## config.mk

```make
export PLATFORM = sky130hd
export DESIGN_NAME = irq_flag_ctrl
export DESIGN_NICKNAME = d
export VERILOG_FILES = /design/src/rtl/irqc_pkg.sv /design/src/rtl/irqc_flag_bank.sv /design/src/rtl/irqc_enable_reg.sv /design/src/rtl/irqc_rd_port.sv /design/src/rtl/irq_flag_ctrl.sv
export SDC_FILE = /design/constraint.sdc
export NUM_CORES = 1
export LEC_CHECK = 0
export BUFFER_PORTS_ARGS = -buffer_cell sky130_fd_sc_hd__buf_2
export CAP_MARGIN = 0
export CORE_MARGIN = 1
export CORE_UTILIZATION = 49
export CTS_BUF_LIST = sky130_fd_sc_hd__clkbuf_2
export DETAILED_ROUTE_END_ITERATION = 16
export PLACE_DENSITY = 0.81
export SKIP_LAST_GASP = 1
export SYNTH_ARGS = -nofsm -noshare
export SYNTH_HDL_FRONTEND = slang
export SYNTH_SLANG_ARGS = --single-unit
```

## constraint.sdc

```tcl
create_clock -name clk -period 1.63 [get_ports clk]
set_input_delay 0.2445 -clock clk [delete_from_list [all_inputs] [get_ports clk]]
set_output_delay 0.2445 -clock clk [all_outputs]
set_load 0.005 [all_outputs]
```

## src/rtl/irqc_pkg.sv

```systemverilog
package irqc_pkg;

   // Flag positions; the interrupt and summary logic depend on them
   localparam int POS_SHIFT_DONE = 2;
   localparam int POS_SHIFT_DATA = 3;
   localparam int POS_SHIFT_CLK  = 4;
   localparam int POS_TMR2       = 5;
   localparam int POS_TMR1       = 6;

   localparam int unsigned DEF_FLAG_MASK =
      (1 << POS_SHIFT_DONE) | (1 << POS_SHIFT_DATA) | (1 << POS_SHIFT_CLK) |
      (1 << POS_TMR2) | (1 << POS_TMR1);
   localparam int unsigned DEF_IRQ_MASK =
      (1 << POS_SHIFT_DONE) | (1 << POS_TMR2) | (1 << POS_TMR1);

   typedef enum logic [1:0] {
      SEL_NONE = 2'd0,
      SEL_FLAG = 2'd1,
      SEL_ENA  = 2'd2
   } sel_e;

endpackage

```

## src/rtl/irqc_flag_bank.sv

```systemverilog
module irqc_flag_bank #(
   parameter int unsigned SRC_W = 7,
   parameter logic [SRC_W-1:0] MASK = '1
) (
   input  logic             clk,
   input  logic             rst_n,
   input  logic [SRC_W-1:0] set_vec,
   input  logic [SRC_W-1:0] clr_vec,
   output logic [SRC_W-1:0] flag_q
);

   for (genvar gi = 0; gi < SRC_W; gi++) begin : g_bit
      localparam logic IMPL = MASK[gi];

      // Set has priority over clear so that no event is lost
      always_ff @(posedge clk or negedge rst_n) begin
         if (!rst_n)
            flag_q[gi] <= 1'b0;
         else if (set_vec[gi] && IMPL)
            flag_q[gi] <= 1'b1;
         else if (clr_vec[gi])
            flag_q[gi] <= 1'b0;
      end

      if (IMPL) begin : g_chk
         AST_SET_WINS: assert property (@(posedge clk) disable iff (!rst_n)
            set_vec[gi] |=> flag_q[gi]);
         AST_FLAG_CLR: assert property (@(posedge clk) disable iff (!rst_n)
            (clr_vec[gi] && !set_vec[gi]) |=> !flag_q[gi]);
         AST_FLAG_HOLD: assert property (@(posedge clk) disable iff (!rst_n)
            (!clr_vec[gi] && !set_vec[gi]) |=> $stable(flag_q[gi]));
      end
   end

endmodule

```

## src/rtl/irqc_enable_reg.sv

```systemverilog
module irqc_enable_reg #(
   parameter int unsigned DATA_W = 8,
   localparam int unsigned SRC_W = DATA_W - 1
) (
   input  logic              clk,
   input  logic              rst_n,
   input  logic              wr_en,
   input  logic [DATA_W-1:0] wr_data,
   output logic [SRC_W-1:0]  ena_q
);

   logic             op_set;
   logic [SRC_W-1:0] op_bits;

   assign op_set  = wr_data[DATA_W-1];
   assign op_bits = wr_data[SRC_W-1:0];

   always_ff @(posedge clk or negedge rst_n) begin
      if (!rst_n)
         ena_q <= '0;
      else if (wr_en)
         ena_q <= op_set ? (ena_q | op_bits) : (ena_q & ~op_bits);
   end

   AST_ENA_OR: assert property (@(posedge clk) disable iff (!rst_n)
      (wr_en && op_set) |=> ((ena_q & $past(op_bits)) == $past(op_bits)));
   AST_ENA_CLR: assert property (@(posedge clk) disable iff (!rst_n)
      (wr_en && !op_set) |=> ((ena_q & $past(op_bits)) == '0));
   AST_ENA_KEEP: assert property (@(posedge clk) disable iff (!rst_n)
      !wr_en |=> $stable(ena_q));

endmodule

```

## src/rtl/irqc_rd_port.sv

```systemverilog
module irqc_rd_port
   import irqc_pkg::*;
#(
   parameter int unsigned DATA_W = 8,
   parameter bit RD_REG = 1'b1
) (
   input  logic              clk,
   input  logic              rst_n,
   input  logic              rd_en,
   input  sel_e              sel,
   input  logic [DATA_W-1:0] flag_word,
   input  logic [DATA_W-1:0] ena_word,
   output logic [DATA_W-1:0] rd_data
);

   logic [DATA_W-1:0] mux_val;

   always_comb begin
      unique case (sel)
         SEL_FLAG: mux_val = flag_word;
         SEL_ENA:  mux_val = ena_word;
         default:  mux_val = '0;
      endcase
   end

   if (RD_REG) begin : g_reg
      logic [DATA_W-1:0] rd_q;
      always_ff @(posedge clk or negedge rst_n) begin
         if (!rst_n)
            rd_q <= '0;
         else if (rd_en)
            rd_q <= mux_val;
      end
      assign rd_data = rd_q;

      AST_RD_HOLD: assert property (@(posedge clk) disable iff (!rst_n)
         !rd_en |=> $stable(rd_data));
   end else begin : g_comb
      logic unused_clk;
      assign unused_clk = clk & rst_n;
      assign rd_data = rd_en ? mux_val : '0;
   end

endmodule

```

## src/rtl/irq_flag_ctrl.sv

```systemverilog
module irq_flag_ctrl
   import irqc_pkg::*;
#(
   parameter int unsigned DATA_W    = 8,
   parameter int unsigned IDX_W     = 4,
   parameter int unsigned FLAG_IDX  = 13,
   parameter int unsigned ENA_IDX   = 14,
   parameter int unsigned FLAG_MASK = DEF_FLAG_MASK,
   parameter int unsigned IRQ_MASK  = DEF_IRQ_MASK,
   parameter bit          RD_REG    = 1'b1,
   localparam int unsigned SRC_W    = DATA_W - 1
) (
   input  logic              clk,
   input  logic              rst_n,
   input  logic [IDX_W-1:0]  reg_sel,
   input  logic              reg_wr,
   input  logic              reg_rd,
   input  logic [DATA_W-1:0] wr_data,
   output logic [DATA_W-1:0] rd_data,
   input  logic [SRC_W-1:0]  ev_pulse,
   input  logic [SRC_W-1:0]  side_clr,
   output logic              irq
);

   localparam logic [SRC_W-1:0] FMASK = SRC_W'(FLAG_MASK);
   localparam logic [SRC_W-1:0] IMASK = SRC_W'(IRQ_MASK);
   localparam logic [IDX_W-1:0] F_IDX = IDX_W'(FLAG_IDX);
   localparam logic [IDX_W-1:0] E_IDX = IDX_W'(ENA_IDX);

   // Elaboration-time parameter checks
   if (DATA_W < 8) begin : g_bad_width
      $error("irq_flag_ctrl: DATA_W must be at least 8");
   end
   if (FLAG_IDX == ENA_IDX) begin : g_bad_idx
      $error("irq_flag_ctrl: flag and enable indices collide");
   end
   if ((FLAG_IDX >> IDX_W) != 0 || (ENA_IDX >> IDX_W) != 0) begin : g_bad_range
      $error("irq_flag_ctrl: register index exceeds IDX_W");
   end
   if ((IRQ_MASK & ~FLAG_MASK) != 0) begin : g_bad_mask
      $error("irq_flag_ctrl: IRQ_MASK names an unimplemented flag");
   end

   sel_e             sel;
   logic             wr_flag;
   logic             wr_ena;
   logic [SRC_W-1:0] clr_vec;
   logic [SRC_W-1:0] flag_q;
   logic [SRC_W-1:0] ena_q;
   logic             pend_any;

   always_comb begin
      if (reg_sel == F_IDX)      sel = SEL_FLAG;
      else if (reg_sel == E_IDX) sel = SEL_ENA;
      else                       sel = SEL_NONE;
   end

   assign wr_flag = reg_wr && (sel == SEL_FLAG);
   assign wr_ena  = reg_wr && (sel == SEL_ENA);
   assign clr_vec = (wr_flag ? wr_data[SRC_W-1:0] : '0) | side_clr;

   irqc_flag_bank #(
      .SRC_W (SRC_W),
      .MASK  (FMASK)
   ) u_flags (
      .clk     (clk),
      .rst_n   (rst_n),
      .set_vec (ev_pulse),
      .clr_vec (clr_vec),
      .flag_q  (flag_q)
   );

   irqc_enable_reg #(
      .DATA_W (DATA_W)
   ) u_ena (
      .clk     (clk),
      .rst_n   (rst_n),
      .wr_en   (wr_ena),
      .wr_data (wr_data),
      .ena_q   (ena_q)
   );

   assign pend_any = |(flag_q & ena_q);
   assign irq      = |(flag_q & ena_q & IMASK);

   irqc_rd_port #(
      .DATA_W (DATA_W),
      .RD_REG (RD_REG)
   ) u_rd (
      .clk       (clk),
      .rst_n     (rst_n),
      .rd_en     (reg_rd),
      .sel       (sel),
      .flag_word ({pend_any, flag_q}),
      .ena_word  ({1'b1, ena_q}),
      .rd_data   (rd_data)
   );

   AST_IRQ_NEEDS_ENA: assert property (@(posedge clk) disable iff (!rst_n)
      irq |-> ((ena_q & IMASK) != '0));
   AST_IRQ_NEEDS_FLAG: assert property (@(posedge clk) disable iff (!rst_n)
      irq |-> ((flag_q & IMASK) != '0));
   AST_SIDE_CLR: assert property (@(posedge clk) disable iff (!rst_n)
      (side_clr != '0 && ev_pulse == '0) |=> ((flag_q & $past(side_clr)) == '0));

   if (RD_REG) begin : g_rd_chk
      AST_ENA_RD_TOP: assert property (@(posedge clk) disable iff (!rst_n)
         (reg_rd && reg_sel == E_IDX) |=> rd_data[DATA_W-1]);
   end

endmodule

```

# == Word-level counts from Yosys, hierarchy flattened ==
# Cells that the tools add are included.
# W data, S select, Z words.
# totals
register_bits,20
latchBits,0
ram_bits,0
rom_bits,0
inputBits,30
output_inout_bits,9
memories,0
# op_classes
addsub,0
multipliers,0
div_mod_pow,0
n_lt_le_gt_ge,0
n_eq_ne,4
n_shift,0
mux,15
bitwise,5
n_reduce_logical,9
# ops
cell,count
$pmux W8 S2,1
$and A7 B7 Y7,2
$mux W7,2
$or A7 B7 Y7,2
$mux W1,10
$reduce_bool A2 Y1,5
$eq A4 B4 Y1 const B,2
$not A7 Y7,1
$reduce_or A7 Y1,1
$mux W2,2
$reduce_or A3 Y1,1
$eq A2 B1 Y1 const B,1
$eq A2 B2 Y1 const B,1
$logic_and A1 B1 Y1,2

# == Longest topological paths before layout ==
# logic_depth
word_depth,9
depth_mapped,4
mapped_depth_nobuf,3

# == By module ==
# Synthesis repeated with hierarchy kept, for this count alone.
# hier_totals
cells_unflattened,98
area_unflattened_um2,1041.0
# by_module_without_submodules
module,instances,cells_per_inst,area_each_um2,seq_area_each_um2
irqc_rd_port,1,41,419.2,200.2
irqc_enable_reg,1,21,280.3,175.2
irqc_flag_bank,1,18,200.2,125.1
irq_flag_ctrl,1,18,141.4,0.0

# == Worst setup path before layout ==
# No wires, ideal clock.
# synth_timing
path_type,reg-to-reg
start,reg u_flags.flag_q[2]
end,reg u_rd.g_reg.rd_q[7] (netlist: u_rd.rd_data[7])
t_arrival_ns,1.004
setup_slack_ns,0.505
stages_incl_launch_ff,4
n_path_buf,0
cell_sequence,dfrtp_1 a222oi_1 a21boi_1 o22a_1
# synth_between
elab_chain_cells,3
# synth_rtl
element,line,source
"start, declared",irqc_flag_bank.sv:9,output logic [SRC_W-1:0] flag_q
"start signal, assigned by index",irqc_flag_bank.sv:18,flag_q[gi] <= 1'b0;
"start signal, assigned by index",irqc_flag_bank.sv:20,flag_q[gi] <= 1'b1;
"start signal, assigned by index",irqc_flag_bank.sv:22,flag_q[gi] <= 1'b0;
$and A7 B7 Y7,irq_flag_ctrl.sv:83,assign pend_any = |(flag_q & ena_q);
$reduce_or A7 Y1,irq_flag_ctrl.sv:83,
$pmux W8 S2,irqc_rd_port.sv:19,unique case (sel)
"end signal, assigned",irqc_rd_port.sv:32,rd_q <= mux_val;
"end, declared",irqc_rd_port.sv:27,logic [DATA_W-1:0] rd_q;
# Every way passes these cells.
# A chain may end at the register's enable or synchronous reset.

==> metrics.txt <==
async set or reset register ratio after synthesis=100%; total half-perimeter wirelength after legalization and detailed placement=1480 um; number of sinks handled by clock tree synthesis=20; Detail Route met3 WL=95 um; actual slew at the worst max-slew pin=428 ps; total length of routed wires=1890 um; first-pass GRT wire length=2880 um; slowest CP cell=sky130_fd_sc_hd__a222oi_1; highest metal layer used by the detailed router=met4; Pleak=0.592 nW; core region area=0.00180 sq mm; die boundary width=46.8 um; count of distinct cell types in the synthesized netlist=22; CP top delay family=compound AO/OA/AOI/OAI gates; max-cap violation count=0; max frequency=616 MHz; critical path data arrival time=1380 ps; average vias per placed instance=5.29; final RePlAce weighted congestion=0.801; register bit total from synthesis=20; share of layout cells above drive strength 1=46.3%; biggest area contributors in the synthesized netlist=sky130_fd_sc_hd__dfrtp_1 (51%), sky130_fd_sc_hd__mux2_4 (7.6%), sky130_fd_sc_hd__nand3_2 (5.1%); initial core utilization=54.5%; cell taking the most area after synthesis=sky130_fd_sc_hd__dfrtp_1; critical path's largest stage delay=450 ps; number of buffer and inverter instances along the worst setup path=2; global route total overflow=0; Yosys top cell area share=51.0%; overall fraction of global-route tracks in use=19.1%; post-cts sizing count=0; number of antenna cells inserted=0; Vert. Die Dim=46.8 um; fin crit period=1620 ps; run status=completed; die area=0.00219 sq mm; Final Cycle Share=99.6%; pin count of the biggest net entering global routing=21; nature of the critical path endpoint=output port; Worst slew margin=71.5%; met1 WL=845 um; Longest Clk Path Bufs=2; Post-Route Utilization=66.5%; total area of multi-input combinational cells=415 sq um; max-slew violation total from the final report=0; endpoints failing setup=0; count of flip-flops with a built-in enable after synthesis=0; DRC marker count from the first detailed-route iteration=27; CTS tree=built; DRT Pass-1 Iters=4; clk root buf=sky130_fd_sc_hd__clkbuf_2; Post-layout nets=154; number of filler instances in the final layout=151; total via count after detailed routing=783; synthesis-to-finish area growth=22.0%; Worst-Skew Late Latency=300 ps; met2 WL post-DR=927 um; initial antenna violation count=0; Yosys warning total=0; most frequently used cell type in the post-synthesis netlist=sky130_fd_sc_hd__dfrtp_1; Hold WC Path Type=in2reg; post-CTS clock slew at the launch and capture registers of the worst setup and hold paths=190 ps; H-tree depth=1; cells along the critical path=a222oi_1 > inv_1 > buf_2; cell area after technology mapping=982 sq um; maximum fanout encountered on the critical timing path=3; post-synthesis sequential area ratio=51.0%; unrepaired setup endpoints after global routing=yes; number of port buffers=34; Setup crit start kind=flop; number of clock buffers inserted by TritonCTS=3; post-synthesis cell count=86; average instance area after synthesis=11.4 sq um; Final Hold Fails=0; total DRC errors in the routed layout=0; count of nets left with antenna violations after detail routing=0; most frequently used flop master after synthesis=sky130_fd_sc_hd__dfrtp_1; path type of the worst setup path=reg2out; drt wl/cell=12.8 um; total negative slack for setup checks=0 ps; WP data required=1390 ps; most common library cells after synthesis=sky130_fd_sc_hd__dfrtp_1 (20), sky130_fd_sc_hd__nand3_1 (9), sky130_fd_sc_hd__inv_1 (8), sky130_fd_sc_hd__a22oi_1 (6); number of global-route vias before repair=694; num rows=15; area occupied by registers=500 sq um; Worst Clk Skew=24.5 ps; Post-Synthesis Net Count=116; Max VDD drop=541 uV; total I/O pin count=39; power per standard cell area=823 mW/mm^2
worst register-to-register path: stages, from the launching register on:
cell	delay, ps
sky130_fd_sc_hd__dfrtp_1	440
sky130_fd_sc_hd__a222oi_1	450
sky130_fd_sc_hd__a21boi_1	120
sky130_fd_sc_hd__o22a_1	190
final timing paths:
| kind | from | end | slack [ps] | cells after the start |
|---|---|---|---|---|
| max in group asynchronous | rst_n | asynchronous set/reset pin | 920 | 2 |
| worst min register to register | u_rd.rd_data[7] | u_rd.rd_data[7] | 520 | 1 |
| worst max register to register | flop | u_rd.rd_data[7] | 360 | 3 |
| worst min-delay path | ev_pulse[2] | u_flags.flag_q[2] | 110 | 2 |
| min in group asynchronous | rst_n | u_rd.rd_data[6] | 380 | 2 |
| worst max-delay path | flop | irq | 6 | 3 |
timing repair:
action	CTS	global route
buffers inserted	0	3
endpoints found under the setup margin	0	1
endpoints found under the hold margin	20	0
hold buffers	1	0
per-stage QoR:
step                      setup slack, ps  power, mW  area [sq um]  instances  hold WS, ps
after global placement                339      0.773          1150        140          207
final                                6.47      0.986          1200        148          113
after global routing                -92.2       1.05          1200        148         88.0
after CTS                            1.23      0.971          1180        145          112
after floorplan                       505      0.699           982         86        -51.1
after detailed placement              315      0.784          1150        140          211
routing by layer:
metal,vias to the layer above,track usage (%)
met4,0,5.14
met2,33,31.9
li1,382,-
met1,366,24.9
met5,-,0
met3,2,4.62
area by class of cell:
class	instances	area share, %
well taps	25	2.61
clock inverters	1	0.313
clock buffers	3	1.25
flip-flops and latches	20	41.8
repair buffers	38	16.9
multi-input cells	53	34.7
inverters	8	2.51
logic make-up (layout without fill, tap and decap cells):
| logic type | after synthesis | after routing | share of synthesized area [%] |
|---|---|---|---|
| AO/OA/AOI/OAI | 21 | 21 | 15.3 |
| buffers and inverters | 13 | 50 | 6.75 |
| flip-flops | 20 | 20 | 51.0 |
| multiplexers | 7 | 7 | 9.94 |
| AND/OR/NAND/NOR | 25 | 25 | 17.1 |
placed cells by master, fill, tap and decap left out, drive strengths merged:
master / count
buf: 37
clkbuf: 3
nand3: 14
a21boi: 1
a31o: 5
dfrtp: 20
a22oi: 6
clkinv: 1
nor2b: 1
a21oi: 5
and4b: 2
and3: 1
o22a: 1
inv: 8
mux2: 7
nor2: 5
o21ai: 2
and2b: 1
dlygate4sd3: 1
nand2b: 1
a222oi: 1
where the power goes:
part / leakage [nW] / internal (mW) / switching [mW]
clock: 0.0140 / 0.0534 / 0.137
sequential: 0.246 / 0.551 / 0.0415
combinational: 0.333 / 0.121 / 0.0815
Note: power is estimated with default switching activity, not from simulation.
